## config.mk

```make
export PLATFORM = sky130hd
export DESIGN_NAME = bclk_sense_top
export DESIGN_NICKNAME = d
export VERILOG_FILES = /design/src/rtl/bclk_det_pkg.sv /design/src/rtl/bclk_sync.sv /design/src/rtl/bclk_clkgen.sv /design/src/rtl/bclk_ctrl_reg.sv /design/src/rtl/bclk_det_fsm.sv /design/src/rtl/bclk_sense_top.sv
export SDC_FILE = /design/constraint.sdc
export NUM_CORES = 1
export LEC_CHECK = 0
export BUFFER_PORTS_ARGS = -buffer_cell sky130_fd_sc_hd__buf_2
export CORE_MARGIN = 1
export CORE_UTILIZATION = 39
export DETAILED_ROUTE_END_ITERATION = 16
export GPL_ROUTABILITY_DRIVEN = 1
export GPL_TIMING_DRIVEN = 0
export PLACE_DENSITY = 0.65
export SLEW_MARGIN = 20
export SYNTH_ARGS = -nofsm -noshare
export SYNTH_HDL_FRONTEND = slang
export SYNTH_SLANG_ARGS = --single-unit
```

## constraint.sdc

```tcl
create_clock -name clk -period 3 [get_ports clk]
set_clock_uncertainty 0.2 [all_clocks]
set_input_delay 0.45 -clock clk [delete_from_list [all_inputs] [get_ports clk]]
set_output_delay 0.45 -clock clk [all_outputs]
set_load 0.005 [all_outputs]
```

## src/rtl/bclk_det_pkg.sv

```systemverilog
package bclk_det_pkg;

    localparam int CTRL_W   = 8;
    localparam int BIT_MODE = 0;
    localparam int BIT_FLAG = 1;
    localparam int BIT_ARM  = 2;
    localparam int BIT_WIPE = 3;

    typedef enum logic [2:0] {
        ST_CLEARED,
        ST_IDLE,
        ST_ARMED,
        ST_ONE_EDGE,
        ST_FOUND,
        ST_FROZEN
    } det_state_t;

endpackage

```

## src/rtl/bclk_sync.sv

```systemverilog
module bclk_sync #(
    parameter int STAGES = 2
) (
    input  logic clk,
    input  logic rst_n,
    input  logic async_i,
    output logic edge_o
);

    logic [STAGES-1:0] chain_q;
    logic              prev_q;

    for (genvar s = 0; s < STAGES; s++) begin : g_stage
        if (s == 0) begin : g_first
            always_ff @(posedge clk or negedge rst_n) begin
                if (!rst_n) chain_q[0] <= 1'b0;
                else        chain_q[0] <= async_i;
            end
        end else begin : g_next
            always_ff @(posedge clk or negedge rst_n) begin
                if (!rst_n) chain_q[s] <= 1'b0;
                else        chain_q[s] <= chain_q[s-1];
            end
        end
    end

    always_ff @(posedge clk or negedge rst_n) begin
        if (!rst_n) prev_q <= 1'b0;
        else        prev_q <= chain_q[STAGES-1];
    end

    assign edge_o = chain_q[STAGES-1] ^ prev_q;

endmodule

```

## src/rtl/bclk_clkgen.sv

```systemverilog
module bclk_clkgen #(
    parameter int DIV_HALF = 4
) (
    input  logic clk,
    input  logic rst_n,
    input  logic mode_i,
    output logic bclk_o
);

    localparam int CNT_W = (DIV_HALF > 2) ? $clog2(DIV_HALF) : 1;
    localparam logic [CNT_W-1:0] CNT_LAST = CNT_W'(DIV_HALF - 1);

    logic [CNT_W-1:0] cnt_q;

    always_ff @(posedge clk or negedge rst_n) begin
        if (!rst_n) begin
            cnt_q  <= '0;
            bclk_o <= 1'b0;
        end else if (!mode_i) begin
            cnt_q  <= '0;
            bclk_o <= 1'b0;
        end else if (cnt_q == CNT_LAST) begin
            cnt_q  <= '0;
            bclk_o <= ~bclk_o;
        end else begin
            cnt_q  <= cnt_q + 1'b1;
        end
    end

    // driven clock is parked low outside the driving mode
    a_r8_parked_low: assert property (@(posedge clk) disable iff (!rst_n)
        !mode_i |=> !bclk_o);

endmodule

```

## src/rtl/bclk_ctrl_reg.sv

```systemverilog
module bclk_ctrl_reg
    import bclk_det_pkg::*;
(
    input  logic              clk,
    input  logic              por_n,
    input  logic              sys_rst_n,
    input  logic              wr_i,
    input  logic [CTRL_W-1:0] wdata_i,
    input  logic              flag_n_i,
    output logic              wipe_o,
    output logic              arm_o,
    output logic              mode_o,
    output logic [CTRL_W-1:0] rdata_o
);

    always_ff @(posedge clk or negedge por_n) begin
        if (!por_n)    mode_o <= 1'b0;
        else if (wr_i) mode_o <= wdata_i[BIT_MODE];
    end

    always_ff @(posedge clk or negedge sys_rst_n) begin
        if (!sys_rst_n) begin
            wipe_o <= 1'b0;
            arm_o  <= 1'b0;
        end else if (wr_i) begin
            wipe_o <= wdata_i[BIT_WIPE];
            arm_o  <= wdata_i[BIT_ARM];
        end
    end

    always_comb begin
        rdata_o           = '0;
        rdata_o[BIT_MODE] = mode_o;
        rdata_o[BIT_FLAG] = flag_n_i;
        rdata_o[BIT_ARM]  = arm_o;
        rdata_o[BIT_WIPE] = wipe_o;
    end

    // only a write or power-on reset may move the mode bit
    a_r9_mode_kept: assert property (@(posedge clk) disable iff (!por_n)
        !wr_i |=> $stable(mode_o));

endmodule

```

## src/rtl/bclk_det_fsm.sv

```systemverilog
module bclk_det_fsm
    import bclk_det_pkg::*;
(
    input  logic clk,
    input  logic rst_n,
    input  logic wipe_i,
    input  logic arm_i,
    input  logic mode_i,
    input  logic edge_i,
    output logic flag_n_o
);

    det_state_t state_q, state_d;
    logic       hit;

    assign hit = edge_i && !mode_i;

    always_ff @(posedge clk or negedge rst_n) begin
        if (!rst_n) state_q <= ST_IDLE;
        else        state_q <= state_d;
    end

    always_comb begin
        state_d = state_q;
        if (wipe_i) begin
            state_d = ST_CLEARED;
        end else begin
            unique case (state_q)
                ST_CLEARED:  state_d = arm_i ? ST_ARMED : ST_IDLE;
                ST_IDLE:     state_d = arm_i ? ST_ARMED : ST_IDLE;
                ST_ARMED:    state_d = !arm_i ? ST_FROZEN : (hit ? ST_ONE_EDGE : ST_ARMED);
                ST_ONE_EDGE: state_d = !arm_i ? ST_FROZEN : (hit ? ST_FOUND : ST_ONE_EDGE);
                ST_FOUND:    state_d = !arm_i ? ST_FROZEN : ST_FOUND;
                ST_FROZEN:   state_d = arm_i ? ST_ARMED : ST_FROZEN;
                default:     state_d = ST_IDLE;
            endcase
        end
    end

    always_ff @(posedge clk or negedge rst_n) begin
        if (!rst_n)
            flag_n_o <= 1'b0;
        else if (wipe_i)
            flag_n_o <= 1'b1;
        else if (state_q == ST_ONE_EDGE && state_d == ST_FOUND)
            flag_n_o <= 1'b0;
    end

    // wipe forces the absent value
    a_r2_wipe_forces: assert property (@(posedge clk) disable iff (!rst_n)
        wipe_i |=> flag_n_o);

    // a detection needs a counted transition while armed
    a_r4_fall_needs_edge: assert property (@(posedge clk) disable iff (!rst_n)
        $fell(flag_n_o) |-> $past(edge_i && arm_i && !mode_i));

    // a frozen result does not move
    a_r5_frozen_holds: assert property (@(posedge clk) disable iff (!rst_n)
        (state_q == ST_FROZEN && !wipe_i && !arm_i) |=> $stable(flag_n_o));

    // no detection while the controller owns the pin
    a_r7_mode_blocks: assert property (@(posedge clk) disable iff (!rst_n)
        mode_i |=> !$fell(flag_n_o));

endmodule

```

## src/rtl/bclk_sense_top.sv

```systemverilog
module bclk_sense_top
    import bclk_det_pkg::*;
#(
    parameter int SYNC_STAGES = 2,
    parameter int DIV_HALF    = 4
) (
    input  logic              clk,
    input  logic              por_n,
    input  logic              rst_n,
    input  logic              bus_wr,
    input  logic [CTRL_W-1:0] bus_wdata,
    output logic [CTRL_W-1:0] bus_rdata,
    input  logic              bclk_in,
    output logic              bclk_out,
    output logic              bclk_oe
);

    logic sys_rst_n;
    logic wipe, arm, mode, flag_n, pin_edge;

    assign sys_rst_n = rst_n & por_n;

    bclk_ctrl_reg u_reg (
        .clk       (clk),
        .por_n     (por_n),
        .sys_rst_n (sys_rst_n),
        .wr_i      (bus_wr),
        .wdata_i   (bus_wdata),
        .flag_n_i  (flag_n),
        .wipe_o    (wipe),
        .arm_o     (arm),
        .mode_o    (mode),
        .rdata_o   (bus_rdata)
    );

    bclk_sync #(.STAGES(SYNC_STAGES)) u_sync (
        .clk     (clk),
        .rst_n   (sys_rst_n),
        .async_i (bclk_in),
        .edge_o  (pin_edge)
    );

    bclk_det_fsm u_fsm (
        .clk      (clk),
        .rst_n    (sys_rst_n),
        .wipe_i   (wipe),
        .arm_i    (arm),
        .mode_i   (mode),
        .edge_i   (pin_edge),
        .flag_n_o (flag_n)
    );

    bclk_clkgen #(.DIV_HALF(DIV_HALF)) u_gen (
        .clk    (clk),
        .rst_n  (sys_rst_n),
        .mode_i (mode),
        .bclk_o (bclk_out)
    );

    assign bclk_oe = mode;

endmodule

```

==> reports/results.ini <==
[power_and_ir_drop]
power_per_cell_area_nw_per_um2 = 533
vdd_ir_drop_max_uv = 345
leakagePower_nw = 0.370

[finish]
nets = 90
design_area_um2 = 727
area_delta_synth_final_pct = 22.3
utilization_pct = 53.2
drive_above_1_share_pct = 36.0
antennaDiodeCount = 0
fill_cells = 129
fin_cells = 90

[sta]
fin_tns_setup_ps = 0
hold_viol_final = 0
slew_headroom_pct = 65.0
drv_slew = 0
setup_ws_ps = 1330
worst_pin_slew_ps = 526
post-route-period-util_pct = 55.8
finalSetupViolations = 0
rsz0062_at_grt = false
fmax_mhz = 598
fin_crit_ps = 1670

[clocking]
worstSkewPairLatency_ps = 270
cts_setup_buffers = 0
cts_resized = 0
h-tree-depth = 1
numClockSinks = 13
cts_inserted_buffers = 3
cts_tree = yes
clk_pin_slew_worst_paths_ps = 80
clockBufferDepth = 2
root_buffer = clkbuf_4

[place]
dp.cells = 85
dpl_cell_area_um2 = 689
gp_congestion = 0.743
port_buffers = 13
place_ws_ps = 1540

[route]
antenna_left = 0
routed.top_layer = met4
routed_via_density = 4.68
vias = 421
dr.pass1.iters = 4
met1_length_um = 445
drc_errors = 0
wl_um = 949
wire_per_inst_um = 10.5
first_iter_violations = 8
met3WireLength_um = 77
dr_wl_met2_um = 413

[setup_path]
worstSetupStartpointType = flop
worst-r2r-cell-count = 2
regToRegEndpoint = u_fsm.flag_n_o$_DFFE_PN0P_
critPathMaxFanout = 8
cp.required_ps = 2350
crit_arrival_ps = 1020
regToRegSetupSlack_ps = 1540
r2r_start = u_fsm.state_q[0]$_DFF_PN1_
crit_type = reg2out
worstSetupEndpointType = primary output

[synth]
yosysTopAreaCellShare_pct = 50.5
ys_ff_latch = 13
synth_area_per_cell_um2 = 11.0
synthCells = 54
ys_warn_count = 0
synth.distinct_cells = 21
synth.largest_area_cell = dfrtp_1
ys_top_cells_by_area = dfrtp_1 (51%), buf_4 (10%), dfstp_2 (4.4%)
ys_seq_area_share_pct = 54.9
syn_area_um2 = 594
synth_fa_ha_area_share_pct = 2.11
synthXorXnorAreaFrac_pct = 2.95
synth_compound_area_share_pct = 12.4
synth-simple-area-share_pct = 14.3
synth_top_family_by_area = simple AND/OR/NAND/NOR gates
synth_mux_area_share_pct = 0

[global_route]
grt_overflow = 0
grt.total_usage_pct = 15.6
grt_pass1_wl_um = 1540
grt_max_degree = 13
grt_pass1_vias = 356
antenna_found_initial = 0

[floorplan]
initial_core_util_pct = 43.5
die-area_um2 = 1680
coreArea_um2 = 1370
die_y_um = 41.0
die_w_um = 41.0
rows = 13
io_pins = 23

[run]
maxCapViolations = 0

[outcome]
outcome = finished clean

[hold_path]
min_path_type = in2async

-- state kept, by name (all words and copies together) (netlist names) --
| signal | cells |
|---|---|
| u_fsm.state_q | 3 |
| u_reg.wipe_o | 1 |
| u_reg.arm_o | 1 |
| u_fsm.flag_n_o | 1 |
| u_sync.prev_q | 1 |
| u_sync.chain_q | 2 |
| u_gen.cnt_q | 2 |
| u_gen.bclk_o | 1 |
| u_reg.mode_o | 1 |
-- synth_stat cells (all sizes together) --
master	instances
a2111oi	1
a21bo	1
a41oi	2
and2	2
buf	8
conb	1
dfrtp	12
dfstp	1
ha	1
inv	4
nand2	4
nand4	1
nor2	3
nor3	2
nor3b	2
nor4	1
nor4b	1
o21a	1
o21ai	3
o41ai	1
xnor2	2
-- critical path: stages, from the launching register on --
cell	delay (ps)
dfrtp_1	470
buf_4	170
buf_2	110
-- report_power, final --
group          switching (mW)  leakage [nW]  internal [mW]
Clock                  0.0566        0.0177         0.0494
Combinational          0.0281         0.191         0.0369
Sequential             0.0211         0.162          0.195
-- layout by cell type (no fill, tap or decap), drive strengths merged, types with 2 or more instances in the layout --
master and n:
inv 4, dfrtp 12, xnor2 2, clkbuf 3, nor3 2, a41oi 2
nor3b 2, nand2 4, buf 21, o21ai 3, and2 2, conb 4
nor2 3
-- repair_timing --
item / CTS / global route
hold buffers: 1 / 0
setup endpoints to repair: 0 / 0
hold endpoints to repair: 1 / 0
-- logic make-up (layout without fill, tap and decap cells) --
group           Yosys count  count (layout)
simple gates             16              16
fa+ha+maj                 1               1
flops                    13              13
buf+inv                  12              30
other cells               1               4
compound gates            9               9
xor+xnor                  2               2
-- metal layers --
metal,up-vias,track usage (%)
li1,218,-
met1,183,20.4
met2,18,20.7
met3,2,9.78
met4,0,5.00
met5,-,0
-- worst max-delay path by stage --
stage / to / from
finish: bus_rdata[2] / u_reg.arm_o$_DFFE_PN0P_
CTS: bus_rdata[2] / u_reg.arm_o$_DFFE_PN0P_
global placement: u_fsm.flag_n_o$_DFFE_PN0P_ / u_sync.chain_q[1]$_DFF_PN0_
detailed placement: u_fsm.flag_n_o$_DFFE_PN0P_ / u_sync.chain_q[1]$_DFF_PN0_
global route: bus_rdata[3] / u_reg.wipe_o$_DFFE_PN0P_
floorplan: u_fsm.state_q[2]$_DFF_PN0_ / u_fsm.state_q[0]$_DFF_PN1_
-- per-stage QoR --
stage | total power, mW | hold slack, ps
finish | 0.387 | 44.1
global placement | 0.283 | 29.2
global route | 0.412 | 66.8
CTS | 0.392 | 52.8
detailed placement | 0.284 | 30.9
floorplan | 0.262 | -45.6
-- cell type report --
class	count	area, um2	area share (%)
plain buffers	8	60.1	8.26
inverters	4	15.0	2.07
multi-input cells	32	204	28.1
well taps	15	18.8	2.58
flip-flops and latches	13	327	44.9
repair buffers	14	75.1	10.3
clock inverters	1	5.00	0.688
clock buffers	3	22.5	3.10
(Power assumes the default switching activity.)
